--- src/rtl/pcm_voice_pkg.sv ---
package pcm_voice_pkg;
  localparam int WORD_W = 16;
  localparam int SAMP_W = 8;
  localparam int LVL_W  = 7;
  localparam int SEL_W  = 3;

  typedef enum logic [SEL_W-1:0] {
    SEL_START_HI = 3'd0,
    SEL_START_LO = 3'd1,
    SEL_LENGTH   = 3'd2,
    SEL_PERIOD   = 3'd3,
    SEL_VOLUME   = 3'd4,
    SEL_DATA     = 3'd5
  } cfg_sel_e;
endpackage

--- src/rtl/pcm_voice_regs.sv ---
module pcm_voice_regs
  import pcm_voice_pkg::*;
#(
  parameter int ADDR_W     = 18,
  parameter int LEN_W      = 16,
  parameter int PER_W      = 16,
  parameter int MIN_PERIOD = 124
) (
  input  logic              clk,
  input  logic              rst_n,
  input  logic              cfg_we,
  input  logic [SEL_W-1:0]  cfg_sel,
  input  logic [WORD_W-1:0] cfg_wdata,
  output logic [ADDR_W-1:0] start_addr,
  output logic [LEN_W-1:0]  blk_len,
  output logic [PER_W-1:0]  period,
  output logic [LVL_W-1:0]  vol_lvl
);
  localparam int HI_W = ADDR_W - WORD_W;

  logic [HI_W-1:0]   hi_q, hi_d;
  logic [WORD_W-1:1] lo_q, lo_d;
  logic [LEN_W-1:0]  len_q, len_d;
  logic [PER_W-1:0]  per_q, per_d;
  logic [LVL_W-1:0]  vol_q, vol_d;
  logic en_hi, en_lo, en_len, en_per, en_vol;

  always_comb begin
    en_hi  = cfg_we && (cfg_sel == SEL_START_HI);
    en_lo  = cfg_we && (cfg_sel == SEL_START_LO);
    en_len = cfg_we && (cfg_sel == SEL_LENGTH);
    en_per = cfg_we && (cfg_sel == SEL_PERIOD);
    en_vol = cfg_we && (cfg_sel == SEL_VOLUME);
    hi_d   = cfg_wdata[HI_W-1:0];
    lo_d   = cfg_wdata[WORD_W-1:1];
    len_d  = cfg_wdata[LEN_W-1:0];
    vol_d  = cfg_wdata[LVL_W-1:0];
    if (cfg_wdata[PER_W-1:0] < PER_W'(MIN_PERIOD))
      per_d = PER_W'(MIN_PERIOD);
    else
      per_d = cfg_wdata[PER_W-1:0];
  end

  always_ff @(posedge clk or negedge rst_n) begin
    if (!rst_n) begin
      hi_q  <= '0;
      lo_q  <= '0;
      len_q <= '0;
      per_q <= PER_W'(MIN_PERIOD);
      vol_q <= '0;
    end else begin
      if (en_hi)  hi_q  <= hi_d;
      if (en_lo)  lo_q  <= lo_d;
      if (en_len) len_q <= len_d;
      if (en_per) per_q <= per_d;
      if (en_vol) vol_q <= vol_d;
    end
  end

  always_comb begin
    start_addr = {hi_q, lo_q, 1'b0};
    blk_len    = (len_q == '0) ? LEN_W'(1) : len_q;
    period     = per_q;
    vol_lvl    = vol_q[LVL_W-1] ? LVL_W'(1 << (LVL_W - 1)) : {1'b0, vol_q[LVL_W-2:0]};
  end
endmodule

--- src/rtl/pcm_voice_fetch.sv ---
module pcm_voice_fetch #(
  parameter int ADDR_W = 18,
  parameter int LEN_W  = 16
) (
  input  logic              clk,
  input  logic              rst_n,
  input  logic              dma_en,
  input  logic [ADDR_W-1:0] start_addr,
  input  logic [LEN_W-1:0]  blk_len,
  input  logic              buf_full,
  input  logic              mem_ack,
  output logic              mem_req,
  output logic [ADDR_W-1:0] mem_addr,
  output logic              fill_stb,
  output logic              fill_last
);
  logic              active_q, active_d;
  logic [ADDR_W-1:0] ptr_q, ptr_d;
  logic [LEN_W-1:0]  rem_q, rem_d;
  logic              restart, ptr_en;

  always_comb begin
    mem_req   = active_q && dma_en && !buf_full;
    mem_addr  = ptr_q;
    fill_stb  = mem_req && mem_ack;
    fill_last = (rem_q == LEN_W'(1));
    restart   = dma_en && !active_q;
    active_d  = dma_en;
    ptr_en    = restart || fill_stb;
    ptr_d     = ptr_q;
    rem_d     = rem_q;
    if (restart || (fill_stb && fill_last)) begin
      ptr_d = start_addr;
      rem_d = blk_len;
    end else if (fill_stb) begin
      ptr_d = ptr_q + ADDR_W'(2);
      rem_d = rem_q - LEN_W'(1);
    end
  end

  always_ff @(posedge clk or negedge rst_n) begin
    if (!rst_n) begin
      active_q <= 1'b0;
      ptr_q    <= '0;
      rem_q    <= '0;
    end else begin
      active_q <= active_d;
      if (ptr_en) begin
        ptr_q <= ptr_d;
        rem_q <= rem_d;
      end
    end
  end
endmodule

--- src/rtl/pcm_voice_play.sv ---
module pcm_voice_play
  import pcm_voice_pkg::*;
#(
  parameter int PER_W = 16,
  parameter int OUT_W = 14
) (
  input  logic              clk,
  input  logic              rst_n,
  input  logic              fill_stb,
  input  logic [WORD_W-1:0] fill_word,
  input  logic              fill_last,
  input  logic              cpu_wr,
  input  logic [WORD_W-1:0] cpu_word,
  input  logic [PER_W-1:0]  period,
  input  logic [LVL_W-1:0]  vol_lvl,
  input  logic              irq_clr,
  output logic              buf_full,
  output logic [OUT_W-1:0]  dac_out,
  output logic              irq
);
  localparam int PROD_W = 2 * WORD_W;

  logic [WORD_W-1:0] buf_q, buf_d;
  logic              full_q, full_d, last_q, last_d;
  logic [SAMP_W-1:0] lo_q, lo_d, samp_q, samp_d;
  logic              pend_q, pend_d;
  logic [PER_W-1:0]  pcnt_q, pcnt_d;
  logic              irq_q, irq_d;
  logic              tick, consume;
  logic signed [PROD_W-1:0] prod;

  always_comb begin
    tick    = (pcnt_q == '0) && (pend_q || full_q);
    consume = tick && !pend_q;
    pcnt_d  = pcnt_q;
    if (tick)
      pcnt_d = period - PER_W'(1);
    else if (pcnt_q != '0)
      pcnt_d = pcnt_q - PER_W'(1);

    samp_d = samp_q;
    lo_d   = lo_q;
    pend_d = pend_q;
    full_d = full_q;
    buf_d  = buf_q;
    last_d = last_q;
    if (tick) begin
      if (pend_q) begin
        samp_d = lo_q;
        pend_d = 1'b0;
      end else begin
        samp_d = buf_q[WORD_W-1:SAMP_W];
        lo_d   = buf_q[SAMP_W-1:0];
        pend_d = 1'b1;
        full_d = 1'b0;
      end
    end
    if (cpu_wr) begin
      buf_d  = cpu_word;
      full_d = 1'b1;
      last_d = 1'b0;
    end else if (fill_stb) begin
      buf_d  = fill_word;
      full_d = 1'b1;
      last_d = fill_last;
    end

    irq_d = irq_q;
    if (irq_clr)
      irq_d = 1'b0;
    if (consume && last_q)
      irq_d = 1'b1;
  end

  always_ff @(posedge clk or negedge rst_n) begin
    if (!rst_n) begin
      buf_q  <= '0;
      full_q <= 1'b0;
      last_q <= 1'b0;
      lo_q   <= '0;
      pend_q <= 1'b0;
      samp_q <= '0;
      pcnt_q <= '0;
      irq_q  <= 1'b0;
    end else begin
      buf_q  <= buf_d;
      full_q <= full_d;
      last_q <= last_d;
      lo_q   <= lo_d;
      pend_q <= pend_d;
      samp_q <= samp_d;
      pcnt_q <= pcnt_d;
      irq_q  <= irq_d;
    end
  end

  always_comb begin
    prod     = $signed({{(PROD_W-SAMP_W){samp_q[SAMP_W-1]}}, samp_q})
             * $signed({{(PROD_W-LVL_W){1'b0}}, vol_lvl});
    dac_out  = prod[OUT_W-1:0];
    buf_full = full_q;
    irq      = irq_q;
  end
endmodule

--- src/rtl/pcm_voice.sv ---
module pcm_voice
  import pcm_voice_pkg::*;
#(
  parameter int ADDR_W     = 18,
  parameter int MIN_PERIOD = 124
) (
  input  logic              clk,
  input  logic              rst_n,
  input  logic              cfg_we,
  input  logic [2:0]        cfg_sel,
  input  logic [15:0]       cfg_wdata,
  input  logic              dma_en,
  input  logic              irq_clr,
  output logic              mem_req,
  output logic [ADDR_W-1:0] mem_addr,
  input  logic              mem_ack,
  input  logic [15:0]       mem_rdata,
  output logic [13:0]       dac_out,
  output logic              irq
);
  localparam int LEN_W = WORD_W;
  localparam int PER_W = WORD_W;
  localparam int OUT_W = SAMP_W + LVL_W - 1;

  logic [1:0]        rst_sync_q;
  logic              rst_core_n;
  logic [ADDR_W-1:0] start_addr;
  logic [LEN_W-1:0]  blk_len;
  logic [PER_W-1:0]  period;
  logic [LVL_W-1:0]  vol_lvl;
  logic              buf_full, fill_stb, fill_last, cpu_wr;

  always_ff @(posedge clk or negedge rst_n) begin
    if (!rst_n) rst_sync_q <= 2'b00;
    else        rst_sync_q <= {rst_sync_q[0], 1'b1};
  end
  assign rst_core_n = rst_sync_q[1];
  assign cpu_wr     = cfg_we && (cfg_sel == SEL_DATA);

  pcm_voice_regs #(
    .ADDR_W(ADDR_W), .LEN_W(LEN_W), .PER_W(PER_W), .MIN_PERIOD(MIN_PERIOD)
  ) regs_i (
    .clk(clk), .rst_n(rst_core_n), .cfg_we(cfg_we), .cfg_sel(cfg_sel),
    .cfg_wdata(cfg_wdata), .start_addr(start_addr), .blk_len(blk_len),
    .period(period), .vol_lvl(vol_lvl)
  );

  pcm_voice_fetch #(.ADDR_W(ADDR_W), .LEN_W(LEN_W)) fetch_i (
    .clk(clk), .rst_n(rst_core_n), .dma_en(dma_en), .start_addr(start_addr),
    .blk_len(blk_len), .buf_full(buf_full), .mem_ack(mem_ack),
    .mem_req(mem_req), .mem_addr(mem_addr), .fill_stb(fill_stb),
    .fill_last(fill_last)
  );

  pcm_voice_play #(.PER_W(PER_W), .OUT_W(OUT_W)) play_i (
    .clk(clk), .rst_n(rst_core_n), .fill_stb(fill_stb), .fill_word(mem_rdata),
    .fill_last(fill_last), .cpu_wr(cpu_wr), .cpu_word(cfg_wdata),
    .period(period), .vol_lvl(vol_lvl), .irq_clr(irq_clr),
    .buf_full(buf_full), .dac_out(dac_out), .irq(irq)
  );
endmodule

--- config.mk ---
export PLATFORM = sky130hd
export DESIGN_NAME = pcm_voice
export DESIGN_NICKNAME = d
export VERILOG_FILES = /design/src/rtl/pcm_voice_pkg.sv /design/src/rtl/pcm_voice_regs.sv /design/src/rtl/pcm_voice_fetch.sv /design/src/rtl/pcm_voice_play.sv /design/src/rtl/pcm_voice.sv
export SDC_FILE = /design/constraint.sdc
export NUM_CORES = 1
export LEC_CHECK = 0
export CAP_MARGIN = 20
export CORE_ASPECT_RATIO = 2
export CORE_MARGIN = 1.5
export CORE_UTILIZATION = 29
export CTS_BUF_LIST = sky130_fd_sc_hd__clkbuf_8
export DETAILED_ROUTE_END_ITERATION = 8
export DONT_BUFFER_PORTS = 1
export GPL_ROUTABILITY_DRIVEN = 0
export PLACE_DENSITY_LB_ADDON = 0.2
export SYNTH_ARGS = -nofsm -noshare
export SYNTH_HDL_FRONTEND = slang
export SYNTH_SLANG_ARGS = --single-unit
--- constraint.sdc ---
create_clock -name clk -period 4.7 [get_ports clk]
set_input_delay 0.235 -clock clk [delete_from_list [all_inputs] [get_ports clk]]
set_output_delay 0.235 -clock clk [all_outputs]
set_load 0.005 [all_outputs]
==> impl_metrics.tcl <==
set metrics [dict create \
    synth-edff-count 0 \
    nets 1120 \
    io_pins 75 \
    reg2reg_slack_ns 1.38 \
    yosysTopAreaCellShare_pct 37.5 \
    grt_use_met2_pct 34.5 \
    fin_crit_ns 4.71 \
    rsz0062_at_grt "true" \
    cpMostUsedCell "inv_2" \
    yosysWarningCount 0 \
    setup_violations 1 \
    synth.most_common_cell "dfrtp_1" \
    die_h_um 256 \
    synth_top_cell_by_area "dfrtp_1" \
    rows 92 \
    hold_viol_final 0 \
    die-area_um2 33100 \
    hp-class "primary input to flip-flop" \
    route.vias.total 7197 \
    critical_path.startpoint "regs_i.vol_q[6]" \
    synth_cells 946 \
    power_density_nw_per_um2 681 \
    routed_via_density 4.98 \
    grt.total_usage_pct 17.5 \
    ant_nets 0 \
    drt-pass1-iter-count 5 \
    io_buffers 0 \
    timing.rr.end "play_i.pcnt_q[14]" \
    cts.sinks 144 \
    htree_num_levels 4 \
    tightest_slew_ns 1.13 \
    place_hpwl_um 20000 \
    yosys_register_bits 144 \
    fin_crit_sh_pct 100 \
    cpPeakStageDelay_ns 0.54 \
    r2r_start "play_i.pcnt_q[5]" \
    synthArstFlopShare_pct 100 \
    violations "negative setup slack" \
    crit_path_end "dac_out[10]" \
    power_mw 7.59 \
    met3_usage_pct 2.74 \
    grt_pass1_wl_um 43400 \
    reg2reg_depth 9 \
    cp-end-kind "primary output" \
    finalClockSkew_ns 0.0193 \
    fmax_mhz 212 \
    synth_cell_types 67 \
    cp.arrival_ns 4.47 \
    placed_area_um2 9910 \
    yosysSeqAreaShare_pct 38.9 \
    syn2layout_area_growth_pct 20.1 \
    cpLargestDelayFamily "adder cells" \
    drc 0 \
    whs_ns 0.0559 \
    grt_max_degree 131 \
    yosys-top-cells-area "dfrtp_1 38%, fa_1 8.9%, mux2_2 5.7%, mux2i_1 4.7%, ha_1 4.3%" \
    n_fill_cell 3294 \
    synth.cell_area_um2 9270 \
    dpl_worst_slack_ns 0.0152 \
    cts-root-buf "clkbuf_8" \
    grt_busiest_layer "met2" \
    numCtsBuffers 17 \
    clock_latency_ns 0.48 \
    avgSynthCellArea_um2 9.80 \
    cp.required_ns 4.47 \
    final_util_pct 35.3 \
    drt_iter0_drc 359 \
    met1_usage_pct 17.2 \
    slew_headroom_pct 24.1 \
    start_kind "flip-flop" \
    p_leak_nw 4.91 \
    wire_per_inst_um 19.4 \
    antenna_found_initial 1 \
    worst-path-stages 18 \
    routed_wirelength_um 28000 \
    status "finished, violations left" \
    fin_area_um2 11100 \
    drv_cap 0 \
    grt_pass1_vias 7460 \
    fp.coreArea_um2 31500 \
    path_buf_inv 7 \
    ir_drop_mv 0.557 \
    drive_above_1_share_pct 20.5 \
    path_cells "nor2b_4, and2_4, fa_1, inv_2, fa_1, inv_2, fa_1, inv_2, fa_1, inv_2, ha_4, o21ai_2, inv_2, a2111oi_4, buf_4, nor2_4, buf_6, xor2_2" \
    clockBufferDepth 2 \
    drv_slew 0 \
    cts_tree "built" \
    start_util_pct 29.4 \
    fin_ws_ns -0.00633 \
    syn-num-nets 1060 \
    die_w_um 129 \
    worstPathMaxFanout 7 \
    grt-ovfl-total 0 \
    synth_top_flop_cell "dfrtp_1" \
    clk_pin_slew_worst_paths_ns 0.09 \
    ys_top_cells_by_count "139 x dfrtp_1, 90 x inv_1, 75 x nand2_1" \
    crit_type "flip-flop to primary output" \
    critical-path-slowest-cell "fa_1" \
]
==> area by class of cell <==
cell class / count / area (um2) / area share (%)
Sequential cell: 144 / 3610 / 32.5
Tap cell: 423 / 529 / 4.75
Timing Repair Buffer: 79 / 726 / 6.52
Clock buffer: 18 / 248 / 2.22
Multi-Input combinational cell: 674 / 5530 / 49.7
Inverter: 90 / 338 / 3.03
Antenna cell: 3 / 7.51 / 0.0674
Clock inverter: 14 / 145 / 1.30
==> per-stage QoR <==
step            TNS, ns  std cells
2_1_floorplan         0        946
5_1_grt          -0.405       1444
6_report       -0.00633       1445
4_1_cts          -0.186       1439
3_5_place_dp          0       1365
3_3_place_gp          0       1364
==> power by group <==
| group | internal (mW) | total [mW] | switching, mW |
|---|---|---|---|
| registers | 1.57 | 1.93 | 0.356 |
| clock network | 0.450 | 1.01 | 0.557 |
| logic | 2.34 | 4.65 | 2.31 |
| total | 4.36 | 7.59 | 3.23 |
==> cells by family after synthesis <==
kind of cell,after synthesis,share of synthesized area (%)
buffers and inverters,128,5.73
DFF,144,38.9
other,2,0.0810
AOI/OAI and AO/OA,156,11.5
adders and majority gates,73,13.2
and+or+nand+nor,331,18.1
xor gates and xnor gates,20,1.89
muxes,92,10.6
==> cells in the final DEF, fill, tap and decap left out, drive strengths merged, types with 5 or more instances in the layout <==
master       Yosys  layout
or3             16      16
a31oi           13      13
a221o           10      10
mux2i           44      44
o22a             6       6
and3            15      15
nor3            44      44
mux2            48      48
nand2b           5       5
nor4            13      13
nand3           17      17
dfrtp          139     139
o211ai           6       6
o31ai            6       6
ha              32      32
inv             90      97
clkbuf          26      18
xnor2           14      14
o2bb2ai          9       9
a22oi            5       5
o21ai           45      45
dlygate4sd3      0      36
nand2           75      75
nor2b            7       7
a21oi           25      25
and2            53      53
buf             12      43
nor2            65      65
fa              41      41
dfstp            5       5
xor2             6       6
==> registers in the layout, summed over array words and instances (netlist names), 7 cells and up <==
register and count:
regs_i.lo_q 15, regs_i.len_q 16, play_i.samp_q 8, regs_i.period 16, regs_i.vol_q 7, play_i.buf_q 16, fetch_i.rem_q 16, play_i.lo_q 8
fetch_i.mem_addr 17, play_i.pcnt_q 16
==> worst min path at each step <==
stage | from | endpoint | slack [ns] | cells after the start
2_1_floorplan | rst_n | rst_sync_q[0] | -0.06 | 0
3_3_place_gp | rst_n | rst_sync_q[0] | -0.06 | 0
3_5_place_dp | rst_n | rst_sync_q[0] | -0.06 | 0
4_1_cts | cfg_sel[1] | regs_i.hi_q[0] | 0.02 | 2
5_1_grt | cfg_sel[1] | regs_i.hi_q[0] | 0.05 | 2
6_report | cfg_sel[1] | regs_i.hi_q[0] | 0.06 | 2
==> timing repair <==
| item | 4_1_cts | 5_1_grt |
|---|---|---|
| pin swaps | 28 | 28 |
| endpoints found under the setup margin | 5 | 5 |
| gates resized for setup | 60 | 40 |
| hold buffers | 36 | 0 |
| hold endpoints to repair | 76 | 0 |
| buffers inserted | 6 | 4 |
==> layer usage <==
layer  vias to the layer above  routed length (um)
met5                         -                   0
met4                         0                1020
met3                        48                 871
met2                       158               16300
met1                      3577                9880
li1                       3414                   -
==> worst reg2reg max path, cell delays in order, from the launching register on <==
cell and delay, ns:
dfrtp_1 0.44, nor3_1 0.58, nand3_1 0.42, nor2_1 0.49, a21oi_1 0.17, ha_1 0.25
and3_1 0.24, o211ai_1 0.29, nor4_1 0.16, mux2i_1 0.15
Power figures use the tool's default switching activity.
